===== src/rtl/pts_pkg.sv =====
// Package: shared types for the pattern test sequencer.
// Assumes: nothing; holds only the state encoding and fault codes.
package pts_pkg;

    typedef enum logic [2:0] {
        ST_IDLE,
        ST_APPLY,
        ST_PULSE,
        ST_CAPTURE,
        ST_COMPARE,
        ST_DONE
    } seq_state_t;

    localparam logic [1:0] FLT_NONE   = 2'd0;
    localparam logic [1:0] FLT_Q_SA0  = 2'd1;
    localparam logic [1:0] FLT_Q_SA1  = 2'd2;
    localparam logic [1:0] FLT_HIDDEN = 2'd3;

endpackage


===== src/rtl/pts_pat_store.sv =====
// Module: pattern store. Holds DEPTH entries of stimulus, expected
// response and care mask. Has one write port and one combinational read port.
// Assumes: writes happen only while the sequencer is idle.
module pts_pat_store #(
    parameter int DEPTH  = 8,
    parameter int STIM_W = 1,
    parameter int RESP_W = 2,
    localparam int AW    = $clog2(DEPTH)
) (
    input  logic              clk,
    input  logic              rst_n,
    input  logic              wr_en,
    input  logic [AW-1:0]     wr_addr,
    input  logic [STIM_W-1:0] wr_stim,
    input  logic [RESP_W-1:0] wr_exp,
    input  logic [RESP_W-1:0] wr_mask,
    input  logic [AW-1:0]     rd_addr,
    output logic [STIM_W-1:0] rd_stim,
    output logic [RESP_W-1:0] rd_exp,
    output logic [RESP_W-1:0] rd_mask
);

    logic [STIM_W-1:0] stim_q [DEPTH];
    logic [RESP_W-1:0] exp_q  [DEPTH];
    logic [RESP_W-1:0] mask_q [DEPTH];

    for (genvar e = 0; e < DEPTH; e++) begin : g_entry
        // Entry register: cleared on reset, written when addressed.
        always_ff @(posedge clk) begin
            if (!rst_n) begin
                stim_q[e] <= '0;
                exp_q[e]  <= '0;
                mask_q[e] <= '0;
            end else if (wr_en && wr_addr == AW'(e)) begin
                stim_q[e] <= wr_stim;
                exp_q[e]  <= wr_exp;
                mask_q[e] <= wr_mask;
            end
        end
    end

    // Read mux: entry selected by the sequencer's pattern index.
    always_comb begin
        rd_stim = stim_q[rd_addr];
        rd_exp  = exp_q[rd_addr];
        rd_mask = mask_q[rd_addr];
    end

endmodule


===== src/rtl/pts_fault_target.sv =====
// Module: one-flop device under test with a fault injector.
// resp[0] is the flop output and resp[1] its complement, both after
// fault forcing. A spare flop stands for an internal node that reaches
// no response bit.
// Assumes: fault_sel is stable during a run.
module pts_fault_target (
    input  logic       clk,
    input  logic       rst_n,
    input  logic       cap_en,
    input  logic       d,
    input  logic [1:0] fault_sel,
    output logic [1:0] resp
);
    import pts_pkg::*;

    logic q_r;
    logic spare_r;
    logic q_out;
    logic spare_node;

    // Storage flop and spare node: update only on the capture edge.
    always_ff @(posedge clk) begin
        if (!rst_n) begin
            q_r     <= 1'b0;
            spare_r <= 1'b0;
        end else if (cap_en) begin
            q_r     <= d;
            spare_r <= ~d;
        end
    end

    // Fault forcing on the output net and on the spare node.
    always_comb begin
        unique case (fault_sel)
            FLT_Q_SA0: q_out = 1'b0;
            FLT_Q_SA1: q_out = 1'b1;
            default:   q_out = q_r;
        endcase
        spare_node = (fault_sel == FLT_HIDDEN) ? 1'b1 : spare_r;
        resp = {~q_out, q_out};
    end

    // with no fault, the observed output follows the last captured d
    a_r7_no_fault_follows: assert property (@(posedge clk) disable iff (!rst_n)
        (fault_sel == FLT_NONE) && $past(cap_en) |-> resp[0] == $past(d));
    // stuck-at-0 holds the output low
    a_r7_sa0_low: assert property (@(posedge clk) disable iff (!rst_n)
        (fault_sel == FLT_Q_SA0) |-> resp == 2'b10);
    // the hidden fault forces only the spare node and leaves the response alone
    a_r7_hidden_forced: assert property (@(posedge clk) disable iff (!rst_n)
        (fault_sel == FLT_HIDDEN) |-> spare_node && resp[0] == q_r);

endmodule


===== src/rtl/pts_seq_fsm.sv =====
// Module: apply/pulse/capture/compare sequencer with verdict and bin.
// Steps through pat_count entries and stops at the first masked mismatch.
// Issues a log strobe per compared pattern and holds the verdict until
// the next start.
// Assumes: pat_count <= DEPTH, and the store and count are stable while busy.
module pts_seq_fsm #(
    parameter int DEPTH    = 8,
    parameter int STIM_W   = 1,
    parameter int RESP_W   = 2,
    parameter int BIN_W    = 4,
    parameter int BIN_PASS = 1,
    parameter int BIN_FAIL = 7,
    localparam int AW      = $clog2(DEPTH)
) (
    input  logic              clk,
    input  logic              rst_n,
    input  logic              start,
    input  logic [AW:0]       pat_count,
    input  logic [STIM_W-1:0] ent_stim,
    input  logic [RESP_W-1:0] ent_exp,
    input  logic [RESP_W-1:0] ent_mask,
    input  logic [RESP_W-1:0] resp,
    output logic [AW-1:0]     rd_addr,
    output logic [STIM_W-1:0] stim_drv,
    output logic              cap_en,
    output logic              busy,
    output logic              done,
    output logic              pass,
    output logic [BIN_W-1:0]  bin,
    output logic [AW-1:0]     fail_idx,
    output logic              log_vld,
    output logic [AW-1:0]     log_idx,
    output logic [RESP_W-1:0] log_exp,
    output logic [RESP_W-1:0] log_cap,
    output logic              log_match
);
    import pts_pkg::*;

    seq_state_t        state_q;
    logic [AW-1:0]     idx_q;
    logic [STIM_W-1:0] stim_q;
    logic [RESP_W-1:0] cap_q;
    logic              pass_q;
    logic [BIN_W-1:0]  bin_q;
    logic [AW-1:0]     fidx_q;
    logic              hit;
    logic              last;

    // Compare decode: masked difference and last-pattern test.
    always_comb begin
        hit  = ((cap_q ^ ent_exp) & ent_mask) == '0;
        last = ({1'b0, idx_q} + (AW+1)'(1)) == pat_count;
    end

    // Sequencer state, pattern index and verdict registers.
    always_ff @(posedge clk) begin
        if (!rst_n) begin
            state_q <= ST_IDLE;
            idx_q   <= '0;
            stim_q  <= '0;
            cap_q   <= '0;
            pass_q  <= 1'b0;
            bin_q   <= '0;
            fidx_q  <= '0;
        end else begin
            unique case (state_q)
                ST_IDLE, ST_DONE: begin
                    if (start) begin
                        idx_q  <= '0;
                        fidx_q <= '0;
                        if (pat_count == '0) begin
                            state_q <= ST_DONE;
                            pass_q  <= 1'b1;
                            bin_q   <= BIN_W'(BIN_PASS);
                        end else begin
                            state_q <= ST_APPLY;
                        end
                    end
                end
                ST_APPLY: begin
                    stim_q  <= ent_stim;
                    state_q <= ST_PULSE;
                end
                ST_PULSE: begin
                    state_q <= ST_CAPTURE;
                end
                ST_CAPTURE: begin
                    cap_q   <= resp;
                    state_q <= ST_COMPARE;
                end
                ST_COMPARE: begin
                    if (!hit) begin
                        state_q <= ST_DONE;
                        pass_q  <= 1'b0;
                        bin_q   <= BIN_W'(BIN_FAIL);
                        fidx_q  <= idx_q;
                    end else if (last) begin
                        state_q <= ST_DONE;
                        pass_q  <= 1'b1;
                        bin_q   <= BIN_W'(BIN_PASS);
                    end else begin
                        idx_q   <= idx_q + AW'(1);
                        state_q <= ST_APPLY;
                    end
                end
                default: state_q <= ST_IDLE;
            endcase
        end
    end

    // Output decode from the registered state.
    always_comb begin
        rd_addr   = idx_q;
        stim_drv  = stim_q;
        cap_en    = (state_q == ST_PULSE);
        busy      = (state_q == ST_APPLY) || (state_q == ST_PULSE) ||
                    (state_q == ST_CAPTURE) || (state_q == ST_COMPARE);
        done      = (state_q == ST_DONE);
        pass      = done && pass_q;
        bin       = done ? bin_q : '0;
        fail_idx  = done ? fidx_q : '0;
        log_vld   = (state_q == ST_COMPARE);
        log_idx   = idx_q;
        log_exp   = ent_exp;
        log_cap   = cap_q;
        log_match = hit;
    end

    // the capture edge lasts exactly one cycle
    a_r1_single_edge: assert property (@(posedge clk) disable iff (!rst_n)
        cap_en |=> !cap_en);
    // compare comes two cycles after the capture edge
    a_r1_compare_after_edge: assert property (@(posedge clk) disable iff (!rst_n)
        log_vld |-> $past(cap_en, 2));
    // no verdict while a run is in progress
    a_r3_no_midrun_verdict: assert property (@(posedge clk) disable iff (!rst_n)
        busy |-> !done);
    // verdict held until the next start
    a_r3_verdict_held: assert property (@(posedge clk) disable iff (!rst_n)
        done && !start |=> done && $stable(bin) && $stable(pass) && $stable(fail_idx));
    // a passing die carries the pass bin
    a_r4_pass_bin: assert property (@(posedge clk) disable iff (!rst_n)
        pass |-> bin == BIN_W'(BIN_PASS));
    // a mismatch ends the run with the logic-fail bin at that index
    a_r5_stop_on_miss: assert property (@(posedge clk) disable iff (!rst_n)
        log_vld && !log_match |=> done && !pass && bin == BIN_W'(BIN_FAIL)
                                  && fail_idx == $past(log_idx));

endmodule


===== src/rtl/pattern_tester.sv =====
// Module: top of the pattern apply-compare test sequencer. Connects the
// pattern store, the sequencer and the fault-injectable one-flop target.
// Assumes: loads and fault_sel changes happen only while busy is low.
module pattern_tester #(
    parameter int DEPTH    = 8,
    parameter int BIN_W    = 4,
    parameter int BIN_PASS = 1,
    parameter int BIN_FAIL = 7,
    localparam int AW      = $clog2(DEPTH),
    localparam int STIM_W  = 1,
    localparam int RESP_W  = 2
) (
    input  logic              clk,
    input  logic              rst_n,
    input  logic              start,
    input  logic [AW:0]       pat_count,
    input  logic              ld_en,
    input  logic [AW-1:0]     ld_addr,
    input  logic [STIM_W-1:0] ld_stim,
    input  logic [RESP_W-1:0] ld_exp,
    input  logic [RESP_W-1:0] ld_mask,
    input  logic [1:0]        fault_sel,
    output logic              busy,
    output logic              done,
    output logic              pass,
    output logic [BIN_W-1:0]  bin,
    output logic [AW-1:0]     fail_idx,
    output logic              log_vld,
    output logic [AW-1:0]     log_idx,
    output logic [RESP_W-1:0] log_exp,
    output logic [RESP_W-1:0] log_cap,
    output logic              log_match
);

    logic [AW-1:0]     rd_addr;
    logic [STIM_W-1:0] ent_stim;
    logic [RESP_W-1:0] ent_exp;
    logic [RESP_W-1:0] ent_mask;
    logic [STIM_W-1:0] stim_drv;
    logic              cap_en;
    logic [RESP_W-1:0] resp;

    pts_pat_store #(.DEPTH(DEPTH), .STIM_W(STIM_W), .RESP_W(RESP_W)) u_store (
        .clk(clk), .rst_n(rst_n),
        .wr_en(ld_en), .wr_addr(ld_addr), .wr_stim(ld_stim),
        .wr_exp(ld_exp), .wr_mask(ld_mask),
        .rd_addr(rd_addr), .rd_stim(ent_stim), .rd_exp(ent_exp), .rd_mask(ent_mask)
    );

    pts_seq_fsm #(
        .DEPTH(DEPTH), .STIM_W(STIM_W), .RESP_W(RESP_W), .BIN_W(BIN_W),
        .BIN_PASS(BIN_PASS), .BIN_FAIL(BIN_FAIL)
    ) u_seq (
        .clk(clk), .rst_n(rst_n), .start(start), .pat_count(pat_count),
        .ent_stim(ent_stim), .ent_exp(ent_exp), .ent_mask(ent_mask), .resp(resp),
        .rd_addr(rd_addr), .stim_drv(stim_drv), .cap_en(cap_en),
        .busy(busy), .done(done), .pass(pass), .bin(bin), .fail_idx(fail_idx),
        .log_vld(log_vld), .log_idx(log_idx), .log_exp(log_exp),
        .log_cap(log_cap), .log_match(log_match)
    );

    pts_fault_target u_target (
        .clk(clk), .rst_n(rst_n), .cap_en(cap_en), .d(stim_drv[0]),
        .fault_sel(fault_sel), .resp(resp)
    );

    // nothing is reported straight after reset
    a_r10_reset_quiet: assert property (@(posedge clk)
        $past(!rst_n) |-> !busy && !done && !log_vld && bin == '0);

endmodule


===== config.mk =====
export PLATFORM = sky130hd
export DESIGN_NAME = pattern_tester
export DESIGN_NICKNAME = d
export VERILOG_FILES = /design/src/rtl/pts_pkg.sv /design/src/rtl/pts_pat_store.sv /design/src/rtl/pts_fault_target.sv /design/src/rtl/pts_seq_fsm.sv /design/src/rtl/pattern_tester.sv
export SDC_FILE = /design/constraint.sdc
export NUM_CORES = 1
export LEC_CHECK = 0
export BUFFER_PORTS_ARGS = -buffer_cell sky130_fd_sc_hd__buf_2
export CORE_ASPECT_RATIO = 0.8
export CORE_MARGIN = 3
export CORE_UTILIZATION = 35
export DETAILED_ROUTE_END_ITERATION = 7
export PLACE_DENSITY_LB_ADDON = 0.05
export SLEW_MARGIN = 40
export SYNTH_ARGS = -nofsm -noshare
export SYNTH_HDL_FRONTEND = slang
export SYNTH_SLANG_ARGS = --single-unit

===== constraint.sdc =====
create_clock -name clk -period 2.4 [get_ports clk]
set_clock_uncertainty 0.05 [all_clocks]
set_input_delay 0.12 -clock clk [delete_from_list [all_inputs] [get_ports clk]]
set_output_delay 0.12 -clock clk [all_outputs]
set_load 0.01 [all_outputs]

==> reports/metrics.yaml <==
cts.sinks: 59
startpoint_type: "flip-flop"
crit_fanout: 6
ys_warn_count: 0
place_ws_ns: 0.08862
critical_path.endpoint: "log_match"
critPathKind: "reg2out"
vias_per_cell: 5.065
numCtsBuffers: 9
min_period_ns: 2.328
r2r_slack_ns: 0.09
synth_cell_type_count: 52
ir_drop_uv: 278.7
start_util_pct: 37.00
fin_crit_sh_pct: 96.99
grt_pass1_wl_um: 12140
clkTransAtPathRegs_ns: 0.07
ys_seq_elements: 59
core_region_area_um2: 8164
fmax_ghz: 0.4296
place_inst: 415
area_growth_pct: 20.80
report.final.slew_viol_count: 0
tns_ns: 0
p_seq_share_pct: 52.4
hold_class: "in2reg"
routed_wl_um: 7880
routedWlPerCell_um: 18.16
grt_pass1_vias: 2047
grt.overflow.total: 0
vias: 2198
setup_viol: 0
slew_headroom_pct: 47.66
syn_avg_cell_area_um2: 11.31
fin_ws_ns: 0.07221
synth_edf_count: 39
drc: 0
synth_nets: 287
netlist_area_um2: 3020
port_buffers: 35
cts_tree: "built"
cp-end-kind: "output port"
worstPathArrival_ns: 2.16
clockBufferDepth: 2
rr_worst_depth: 8
final_nets: 341
required_ns: 2.23
swShare_pct: 26.10
internal_power_mw: 1.674
hold_slack_ns: 0.09311
status: "completed"
cts-root-buf: "clkbuf_8"
gp_congestion: 0.8098
ioPinCount: 37
antenna_found_initial: 0
powerDensity_nw_per_um2: 620.7
leakage_nw: 1.407
antenna_left: 0
seq_area_frac_synth_pct: 52.03
grt_max_degree: 16
postSynthCellCount: 267
dieHeight_um: 89.09
power_mw: 2.265
synth_ff_type: "edfxtp_1"
async_flop_share_pct: 0
htreeDepth: 3
die_w_um: 109.9
maxCapViolations: 0
antenna_cells: 0
die_area_um2: 9787
final_cells: 434
dp_hpwl_um: 5812
clock_latency_ns: 0.34
grt_use_total_pct: 17.42
drive_above_1_share_pct: 27.61
p_comb_share_pct: 13.1
p_sw_mw: 0.5910
pwr-share-clk_pct: 34.5
hold_viol_final: 0
tightestPinTransition_ns: 0.7769
drtIter0Drc: 186
num_rows: 29
drtPass1Iterations: 4
[how the worst min path moves through the flow]
stage | from | endpoint | cells after the start
detailed placement | u_seq.stim_drv$_SDFFE_PN0P_ | u_target.q_r$_SDFFE_PN0P_ | 2
global route | start | u_seq.state_q[0]$_SDFFE_PN0P_ | 3
global placement | start | u_seq.state_q[0]$_SDFFE_PN0P_ | 3
floorplan | ld_stim | u_store.stim_q[4]$_DFF_P_ | 2
CTS | start | u_seq.state_q[0]$_SDFFE_PN0P_ | 3
finish | start | u_seq.state_q[0]$_SDFFE_PN0P_ | 3
[metal layers]
metal  wire [µm]  global-route usage, %
met3         532                  4.549
met1        4179                  27.55
met5           0                      0
met4          72                  5.096
met2        3095                  22.85
[per-stage QoR]
stage               instance area [µm²]  utilization [%]
finish                             3649            44.69
detailed placement                 3374            41.33
global route                       3649            44.69
global placement                   3374            41.33
floorplan                          3020                -
CTS                                3602            44.12
[final cells by class]
type	count	area [µm²]
well taps	108	135.1
inverters	7	26.28
clock buffers	13	148.9
clock inverters	3	15.01
multi-input cells	188	1374
fillers	811	4516
flip-flops and latches	59	1573
repair buffers	56	376.6
[layout by cell type (no fill, tap or decap), types with 5 or more instances in the layout]
cell type | synthesis | layout
mux4_2 | 3 | 5
edfxtp_1 | 39 | 39
nor2_1 | 18 | 16
and2_1 | 44 | 44
nand2b_1 | 8 | 8
buf_4 | 2 | 19
clkbuf_8 | 1 | 10
nand3_1 | 7 | 7
nand2_1 | 8 | 8
dfxtp_1 | 20 | 19
o21ai_0 | 15 | 14
nor3_1 | 9 | 9
a21oi_1 | 10 | 10
mux2i_1 | 9 | 8
inv_1 | 7 | 7
buf_2 | 1 | 34
[cell usage after synthesis (all sizes together), types with 2 or more instances]
master / instances / share of area [%]
and2: 44 / 9.1
edfxtp: 39 / 39
dfxtp: 20 / 13
nor2: 18 / 2.2
o21ai: 15 / 2.5
a21oi: 10 / 1.7
mux2i: 9 / 3.0
nor3: 9 / 1.5
nand2: 8 / 0.99
nand2b: 8 / 1.7
clkbuf: 7 / 1.2
inv: 7 / 0.87
mux4: 7 / 5.7
nand3: 7 / 1.2
buf: 5 / 1.2
mux2: 4 / 1.5
xor2: 4 / 1.2
a31oi: 3 / 0.62
nand4: 3 / 0.62
nor2b: 3 / 0.62
o31ai: 3 / 0.75
or3: 3 / 0.62
xnor2: 3 / 0.87
a211oi: 2 / 0.50
a21bo: 2 / 0.66
ha: 2 / 0.83
o211ai: 2 / 0.50
or2: 2 / 0.41
[registers in the layout (all words and copies together) (netlist names), named ones only]
name            cells
u_seq.bin_q         2
u_seq.fidx_q        3
u_seq.log_cap       2
u_seq.log_idx       3
u_seq.pass_q        1
u_seq.state_q       3
u_seq.stim_drv      1
u_store.exp_q      16
u_store.mask_q     16
u_store.stim_q      8
u_target.q_r        1
[power groups by stage]
stage	combinational, mW	sequential [mW]	clock [mW]
2_1_floorplan	0.174	1.18	0
3_3_place_gp	0.269	1.21	0
3_5_place_dp	0.268	1.21	0
4_1_cts	0.285	1.19	0.799
5_1_grt	0.326	1.20	0.853
6_report	0.296	1.19	0.781
[critical path, stage by stage (launching register included)]
cell and delay, ns:
dfxtp_2 0.35, bufbuf_16 0.27, mux4_1 0.61, mux2i_4 0.24, nor2_4 0.10, nor2_4 0.14, buf_6 0.11
[logic make-up after synthesis]
logic type | share of synthesized area, %
AND/OR/NAND/NOR | 20.22
flip-flops | 52.03
AO/OA/AOI/OAI | 10.27
multiplexers | 10.19
buffers and inverters | 4.308
XOR/XNOR | 2.030
adder cells (fa/ha/maj) | 0.8284
other | 0.1242
[what timing repair did]
item / CTS / global route
setup buffers: 1 / 1
pin swaps: 2 / 3
setup endpoints to repair: 1 / 10
cloned: 1 / 0
gates resized for setup: 10 / 8
hold buffers: 0 / 0
Power figures use the tool's default switching activity.
